**src/rtl/evt_cnt_pkg.sv**
```systemverilog
package evt_cnt_pkg;

    typedef enum logic [1:0] {
        S_IDLE  = 2'd0,
        S_FIRST = 2'd1,
        S_RUN   = 2'd2,
        S_SAT   = 2'd3
    } cnt_state_e;

    localparam logic [1:0] REG_CTRL = 2'd0;
    localparam logic [1:0] REG_CFG  = 2'd1;
    localparam logic [1:0] REG_CNT  = 2'd2;

    localparam int CMD_START = 0;
    localparam int CMD_STOP  = 1;
    localparam int CMD_CLR   = 2;

    localparam int CFG_EDGE  = 8;
    localparam int CFG_WRAP  = 9;
    localparam int CFG_DOWN  = 10;
    localparam int CFG_MASK  = 11;

endpackage

```
**src/rtl/evt_cnt_edge.sv**
```systemverilog
module evt_cnt_edge (
    input  logic clk,
    input  logic rst_n,
    input  logic lvl,
    output logic rise
);
    logic prev_q;

    always_ff @(posedge clk or negedge rst_n) begin
        if (!rst_n) prev_q <= 1'b0;
        else        prev_q <= lvl;
    end

    assign rise = lvl & ~prev_q;
endmodule

```
**src/rtl/evt_cnt_unit.sv**
```systemverilog
module evt_cnt_unit
    import evt_cnt_pkg::*;
#(
    parameter int CNT_W = 32,
    parameter int SEL_W = 3,
    localparam int NUM_SRC = 1 << SEL_W
) (
    input  logic               clk,
    input  logic               rst_n,
    input  logic [NUM_SRC-1:0] src_vec,
    input  logic               cfg_we,
    input  logic               cnt_we,
    input  logic               ctl_we,
    input  logic [CNT_W-1:0]   wdata,
    output logic [CNT_W-1:0]   cnt_o,
    output logic [CNT_W-1:0]   cfg_o,
    output logic               running_o,
    output logic               flag_o
);
    cnt_state_e        state_q, state_d;
    logic [CNT_W-1:0]  cnt_q;
    logic [SEL_W-1:0]  sel_q;
    logic              edge_q, wrap_q, down_q, mask_q, flag_q;
    logic              lvl, rise, active, inc, at_term, term_hit, hold_hit;
    logic              start_cmd, stop_cmd, clr_cmd;

    assign start_cmd = ctl_we & wdata[CMD_START];
    assign stop_cmd  = ctl_we & wdata[CMD_STOP];
    assign clr_cmd   = ctl_we & wdata[CMD_CLR];

    assign lvl = src_vec[sel_q];

    evt_cnt_edge u_edge (
        .clk  (clk),
        .rst_n(rst_n),
        .lvl  (lvl),
        .rise (rise)
    );

    assign active   = (state_q == S_FIRST) || (state_q == S_RUN);
    assign inc      = active && (edge_q ? (rise && state_q == S_RUN) : lvl);
    assign at_term  = down_q ? (cnt_q == '0) : (cnt_q == '1);
    assign term_hit = inc && at_term;
    assign hold_hit = term_hit && !wrap_q;

    // state register
    always_ff @(posedge clk or negedge rst_n) begin
        if (!rst_n) state_q <= S_IDLE;
        else        state_q <= state_d;
    end

    // next state
    always_comb begin
        state_d = state_q;
        unique case (state_q)
            S_IDLE:  if (start_cmd && !stop_cmd) state_d = S_FIRST;
            S_FIRST: state_d = stop_cmd ? S_IDLE : (hold_hit ? S_SAT : S_RUN);
            S_RUN:   state_d = stop_cmd ? S_IDLE : (hold_hit ? S_SAT : S_RUN);
            S_SAT:   state_d = stop_cmd ? S_IDLE : S_SAT;
            default: state_d = S_IDLE;
        endcase
    end

    // count datapath
    always_ff @(posedge clk or negedge rst_n) begin
        if (!rst_n) begin
            cnt_q <= '0;
        end else if (cnt_we) begin
            cnt_q <= wdata;
        end else if (inc) begin
            if (at_term) begin
                if (wrap_q) cnt_q <= down_q ? '1 : '0;
            end else begin
                cnt_q <= down_q ? cnt_q - 1'b1 : cnt_q + 1'b1;
            end
        end
    end

    // configuration, accepted only while stopped
    always_ff @(posedge clk or negedge rst_n) begin
        if (!rst_n) begin
            sel_q  <= '0;
            edge_q <= 1'b0;
            wrap_q <= 1'b0;
            down_q <= 1'b0;
            mask_q <= 1'b0;
        end else if (cfg_we && state_q == S_IDLE) begin
            sel_q  <= wdata[SEL_W-1:0];
            edge_q <= wdata[CFG_EDGE];
            wrap_q <= wdata[CFG_WRAP];
            down_q <= wdata[CFG_DOWN];
            mask_q <= wdata[CFG_MASK];
        end
    end

    // sticky terminal flag
    always_ff @(posedge clk or negedge rst_n) begin
        if (!rst_n)                  flag_q <= 1'b0;
        else if (term_hit && !mask_q) flag_q <= 1'b1;
        else if (clr_cmd)            flag_q <= 1'b0;
    end

    // outputs
    always_comb begin
        cfg_o              = '0;
        cfg_o[SEL_W-1:0]   = sel_q;
        cfg_o[CFG_EDGE]    = edge_q;
        cfg_o[CFG_WRAP]    = wrap_q;
        cfg_o[CFG_DOWN]    = down_q;
        cfg_o[CFG_MASK]    = mask_q;
        cnt_o              = cnt_q;
        running_o          = (state_q != S_IDLE);
        flag_o             = flag_q;
    end


    idle_hold_chk: assert property (@(posedge clk) disable iff (!rst_n)
        (state_q == S_IDLE && !cnt_we) |=> $stable(cnt_q));


    first_edge_chk: assert property (@(posedge clk) disable iff (!rst_n)
        (state_q == S_FIRST && edge_q && !cnt_we) |=> $stable(cnt_q));


    sat_hold_chk: assert property (@(posedge clk) disable iff (!rst_n)
        (state_q == S_SAT && !cnt_we) |=> $stable(cnt_q));


    sat_stay_chk: assert property (@(posedge clk) disable iff (!rst_n)
        (state_q == S_SAT && !stop_cmd) |=> (state_q == S_SAT));


    mask_flag_chk: assert property (@(posedge clk) disable iff (!rst_n)
        (mask_q && !flag_q) |=> !flag_q);


    cfg_lock_chk: assert property (@(posedge clk) disable iff (!rst_n)
        (state_q != S_IDLE) |=> $stable(cfg_o));
endmodule

```
**src/rtl/evt_cnt_bank.sv**
```systemverilog
module evt_cnt_bank
    import evt_cnt_pkg::*;
#(
    parameter int NUM_CNT = 16,
    parameter int CNT_W   = 32,
    parameter int SEL_W   = 3,
    localparam int IDX_W  = $clog2(NUM_CNT),
    localparam int ADDR_W = IDX_W + 2,
    localparam int NUM_SRC = 1 << SEL_W
) (
    input  logic               clk,
    input  logic               rst_n,
    input  logic [NUM_SRC-2:0] evt_in,
    input  logic               wr_en,
    input  logic [ADDR_W-1:0]  addr,
    input  logic [CNT_W-1:0]   wdata,
    output logic [CNT_W-1:0]   rdata,
    output logic               irq
);
    logic [NUM_SRC-1:0] src_vec;
    logic [IDX_W-1:0]   addr_idx;
    logic [1:0]         addr_reg;
    logic [CNT_W-1:0]   cnt_arr [NUM_CNT];
    logic [CNT_W-1:0]   cfg_arr [NUM_CNT];
    logic [NUM_CNT-1:0] run_vec;
    logic [NUM_CNT-1:0] flag_vec;

    assign src_vec  = {evt_in, 1'b1};
    assign addr_idx = addr[ADDR_W-1:2];
    assign addr_reg = addr[1:0];

    for (genvar g = 0; g < NUM_CNT; g++) begin : g_cnt
        logic hit;
        assign hit = wr_en && (addr_idx == IDX_W'(g));

        evt_cnt_unit #(
            .CNT_W(CNT_W),
            .SEL_W(SEL_W)
        ) u_unit (
            .clk      (clk),
            .rst_n    (rst_n),
            .src_vec  (src_vec),
            .cfg_we   (hit && addr_reg == REG_CFG),
            .cnt_we   (hit && addr_reg == REG_CNT),
            .ctl_we   (hit && addr_reg == REG_CTRL),
            .wdata    (wdata),
            .cnt_o    (cnt_arr[g]),
            .cfg_o    (cfg_arr[g]),
            .running_o(run_vec[g]),
            .flag_o   (flag_vec[g])
        );
    end

    always_comb begin
        rdata = '0;
        unique case (addr_reg)
            REG_CTRL: begin
                rdata[0] = run_vec[addr_idx];
                rdata[1] = flag_vec[addr_idx];
            end
            REG_CFG: rdata = cfg_arr[addr_idx];
            REG_CNT: rdata = cnt_arr[addr_idx];
            default: rdata = '0;
        endcase
    end

    assign irq = |flag_vec;


    irq_flag_chk: assert property (@(posedge clk) disable iff (!rst_n)
        (flag_vec == '0) |-> !irq);
endmodule

```
**config.mk**
```make
export PLATFORM = sky130hd
export DESIGN_NAME = evt_cnt_bank
export DESIGN_NICKNAME = d
export VERILOG_FILES = /design/src/rtl/evt_cnt_pkg.sv /design/src/rtl/evt_cnt_edge.sv /design/src/rtl/evt_cnt_unit.sv /design/src/rtl/evt_cnt_bank.sv
export SDC_FILE = /design/constraint.sdc
export NUM_CORES = 2
export LEC_CHECK = 0
export BUFFER_PORTS_ARGS = -buffer_cell sky130_fd_sc_hd__buf_2
export CORE_AREA = 5 5 463 465
export DETAILED_ROUTE_END_ITERATION = 10
export DIE_AREA = 0 0 468 470
export GPL_TIMING_DRIVEN = 0
export PLACE_DENSITY = 0.54
export REMOVE_ABC_BUFFERS = 1
export SLEW_MARGIN = 20
export SYNTH_ARGS = -nofsm -noshare
export SYNTH_HDL_FRONTEND = slang
export SYNTH_SLANG_ARGS = --single-unit
```
**constraint.sdc**
```tcl
create_clock -name clk -period 3.8 [get_ports clk]
set_clock_uncertainty 0.2 [all_clocks]
set_input_delay 0.38 -clock clk [delete_from_list [all_inputs] [get_ports clk]]
set_output_delay 0.38 -clock clk [all_outputs]
set_load 0.02 [all_outputs]
```
==> results.py <==
metrics = {
    "status": {
        "outcome": "finished, final reports clean",
    },
    "power_and_ir_drop": {
        "seq_power_share_pct": 25.8,
        "ir_drop_v": 0.000409,
        "switching_power_mw": 32.2,
        "p_leak_nw": 31.4,
        "clock_power_share_pct": 14.2,
        "power.density_nw_per_um2": 852,
        "finalPower_mw": 63.3,
        "p_comb_share_pct": 60.0,
        "sw_frac_of_total_pct": 50.8,
        "intPower_mw": 31.1,
    },
    "timing": {
        "fin_ws_ns": 0.00998,
        "tightestPinTransition_ns": 1.30,
        "fin_crit_sh_pct": 99.7,
        "fmax_mhz": 264,
        "hold_violations": 0,
        "rsz0062_at_grt": "true",
        "timing.final.crit_period_ns": 3.79,
        "setup_viol": 0,
        "tns_ns": 0,
        "hold_ws_ns": 0.0293,
        "slew_violations": 0,
        "slew_headroom_pct": 13.6,
    },
    "floorplanning": {
        "die_x_um": 468,
        "boundaryPins": 81,
        "die_y_um": 470,
        "initial_core_util_pct": 30.9,
        "placementRows": 168,
        "core_um2": 209000,
        "dieArea_um2": 220000,
    },
    "synth": {
        "synth_area_um2": 64600,
        "synthTopCellsByCount": "a21oi_1 (961), nand2_1 (707), dfrtp_1 (688)",
        "ys_seq_elements": 688,
        "synth_async_sr_flop_share_pct": 100,
        "synth-edff-count": 0,
        "yosysTopAreaCell": "dfrtp_1",
        "ys_types": 78,
        "synth-main-ff-cell": "dfrtp_1",
        "yosysWarnings": 0,
        "ys_seq_area_share_pct": 26.6,
        "synth_top_area_share_pct": 26.6,
        "synth_cells": 7695,
        "synth_most_common_cell": "a21oi_1",
        "synth_area_per_cell_um2": 8.40,
        "ys_top_cells_by_area": "dfrtp_1 (27%), ha_1 (11%), mux4_2 (7.7%)",
    },
    "clock_tree": {
        "cts_buffers": 89,
        "clockBufferDepth": 3,
        "numClockSinks": 688,
        "cts_tree": "built",
        "h-tree-depth": 3,
        "path_clk_slew_ns": 0.06,
        "cts_root_buffer": "clkbuf_16",
        "clk_latency_ns": 0.74,
    },
    "layout": {
        "layout.nets": 8233,
        "multi_input_area_um2": 46800,
        "design_area_um2": 74300,
        "fin_cells": 10500,
        "seqCellArea_um2": 17300,
        "drive_gt1_share_pct": 13.7,
        "final_util_pct": 35.5,
        "fillCellCount": 21300,
        "syn2layout_area_growth_pct": 14.9,
    },
    "grt": {
        "overflow": 0,
        "grt_pass1_wl_um": 416000,
        "antenna_found_initial": 53,
        "grt_usage_pct": 24.8,
        "grt_start_max_net_pins": 90,
        "grt_pass1_vias": 61300,
    },
    "hold_path": {
        "hp-class": "input port to async pin",
    },
    "drt": {
        "drt_iter0_drc": 7363,
        "wirelength_um": 288000,
        "via_count": 65400,
        "routed_via_density": 6.22,
        "drt_first_pass_iters": 6,
        "post_drt_wl_per_cell_um": 27.4,
        "antenna_left": 0,
        "drcViolationCount": 0,
    },
    "placed_design": {
        "place_inst": 10200,
        "placed_area_um2": 68700,
        "place_ws_ns": -1.28,
        "gp_congestion": 0.947,
        "hpwl_um": 205000,
        "portBuffers": 80,
    },
    "setup_path": {
        "worstRegToRegCells": 10,
        "worstPathMaxFanout": 18,
        "cp.required_ns": 4.23,
        "r2r_end": "g_cnt[13].u_unit.cnt_o[8]",
        "cp_data_arrival_time_ns": 4.22,
        "rrSetupSlack_ns": 0.01,
        "endpoint_kind": "flop",
        "startpoint_type": "flop",
        "worstSetupPathType": "flop to flop",
        "r2r-start": "g_cnt[13].u_unit.cnt_o[25]",
    },
    "job": {
        "max_cap_viol_count": 0,
    },
}
==> worst max path at each step <==
stage	from	endpoint	slack, ns	cells after the start
after CTS	g_cnt[4].u_unit.down_q	g_cnt[4].u_unit.cnt_o[25]	-0.06	13
after detailed placement	addr[2]	g_cnt[12].u_unit.cnt_o[28]	-1.28	10
after floorplan	g_cnt[13].u_unit.down_q	g_cnt[13].u_unit.cnt_o[30]	-2.49	7
final	g_cnt[13].u_unit.cnt_o[25]	g_cnt[13].u_unit.cnt_o[8]	0.01	10
after global routing	g_cnt[4].u_unit.down_q	g_cnt[4].u_unit.cnt_o[30]	-0.06	14
after global placement	rst_n	g_cnt[1].u_unit.cnt_o[17]	-14.13	1
==> critical path, cell delays in order (launching register included) <==
cell and delay [ns]:
dfrtp_1 0.45, nor4_1 0.35, nand4_1 0.29, nor4_4 0.53, buf_4 0.24, buf_2 0.22, nor2b_4 0.15, o21a_1 0.42
nand2_1 0.45, a21oi_1 0.11, o31ai_1 0.26
==> logic make-up (layout without fill, tap and decap cells) <==
| logic type | count (synthesis) | after routing | synth area share (%) |
|---|---|---|---|
| flip-flops | 688 | 688 | 26.6 |
| other | 0 | 23 | 0 |
| multiplexers | 357 | 357 | 10.0 |
| AND/OR/NAND/NOR | 2349 | 2351 | 17.5 |
| XOR/XNOR | 439 | 439 | 5.95 |
| adder cells (fa/ha/maj) | 564 | 564 | 11.1 |
| buffers and inverters | 585 | 583 | 3.40 |
| AO/OA/AOI/OAI | 2713 | 2714 | 25.4 |
==> area by class of cell <==
| cell class | count | share of cell area [%] |
|---|---|---|
| Sequential cell | 688 | 23.2 |
| Clock inverter | 36 | 0.507 |
| Clock buffer | 130 | 3.54 |
| Timing Repair Buffer | 259 | 4.08 |
| Tap cell | 2805 | 4.73 |
| Antenna cell | 23 | 0.0775 |
| Multi-Input combinational cell | 6425 | 63.0 |
| Inverter | 158 | 0.799 |
==> repair_timing <==
item	CTS	global route
gates resized for setup	121	162
setup endpoints to repair	362	199
hold endpoints to repair	249	0
pin swaps	27	65
hold buffers	18	0
gates cloned	6	3
buffers inserted	34	54
==> power groups by stage <==
stage               combinational [mW]  sequential, mW  clock, mW
floorplan                         25.6            13.2          0
global placement                  33.6            16.2          0
detailed placement                35.3            16.1          0
CTS                               36.3            16.0       9.09
global route                      41.4            16.4       9.37
finish                            37.9            16.3       9.00
==> sequential cells by signal, summed over array words and instances (netlist names) <==
| signal | count |
|---|---|
| g_cnt.u_unit.edge_q | 16 |
| g_cnt.u_unit.sel_q | 48 |
| g_cnt.u_unit.state_q | 32 |
| g_cnt.u_unit.u_edge.prev_q | 16 |
| g_cnt.u_unit.cnt_o | 512 |
| g_cnt.u_unit.flag_o | 16 |
| g_cnt.u_unit.mask_q | 16 |
| g_cnt.u_unit.wrap_q | 16 |
| g_cnt.u_unit.down_q | 16 |
==> per-layer routing <==
layer | global-route usage (%) | part of all wire (%) | up-vias
met4 | 13.8 | 6.5 | 28
met1 | 32.0 | 40 | 32300
li1 | - | - | 29100
met2 | 37.9 | 44 | 3239
met3 | 6.29 | 9.9 | 791
met5 | 0 | 0.065 | -
==> cells in the final DEF, fill, tap and decap left out, types with 69 or more instances in the layout <==
master and n:
mux4_2 221, dfrtp_1 670, nand3_1 144, nand4_1 201, a211oi_1 70, a21o_1 264, mux2_2 113, o21bai_1 85
nor3_1 140, o21ai_0 591, nor2_1 556, nor4_1 152, a21oi_1 935, clkbuf_16 93, ha_1 524, inv_1 157
o22ai_1 202, nand2b_1 69, xnor2_1 271, buf_4 98, xor2_1 166, nand2_1 692, and3_1 103
(Power assumes the default switching activity.)
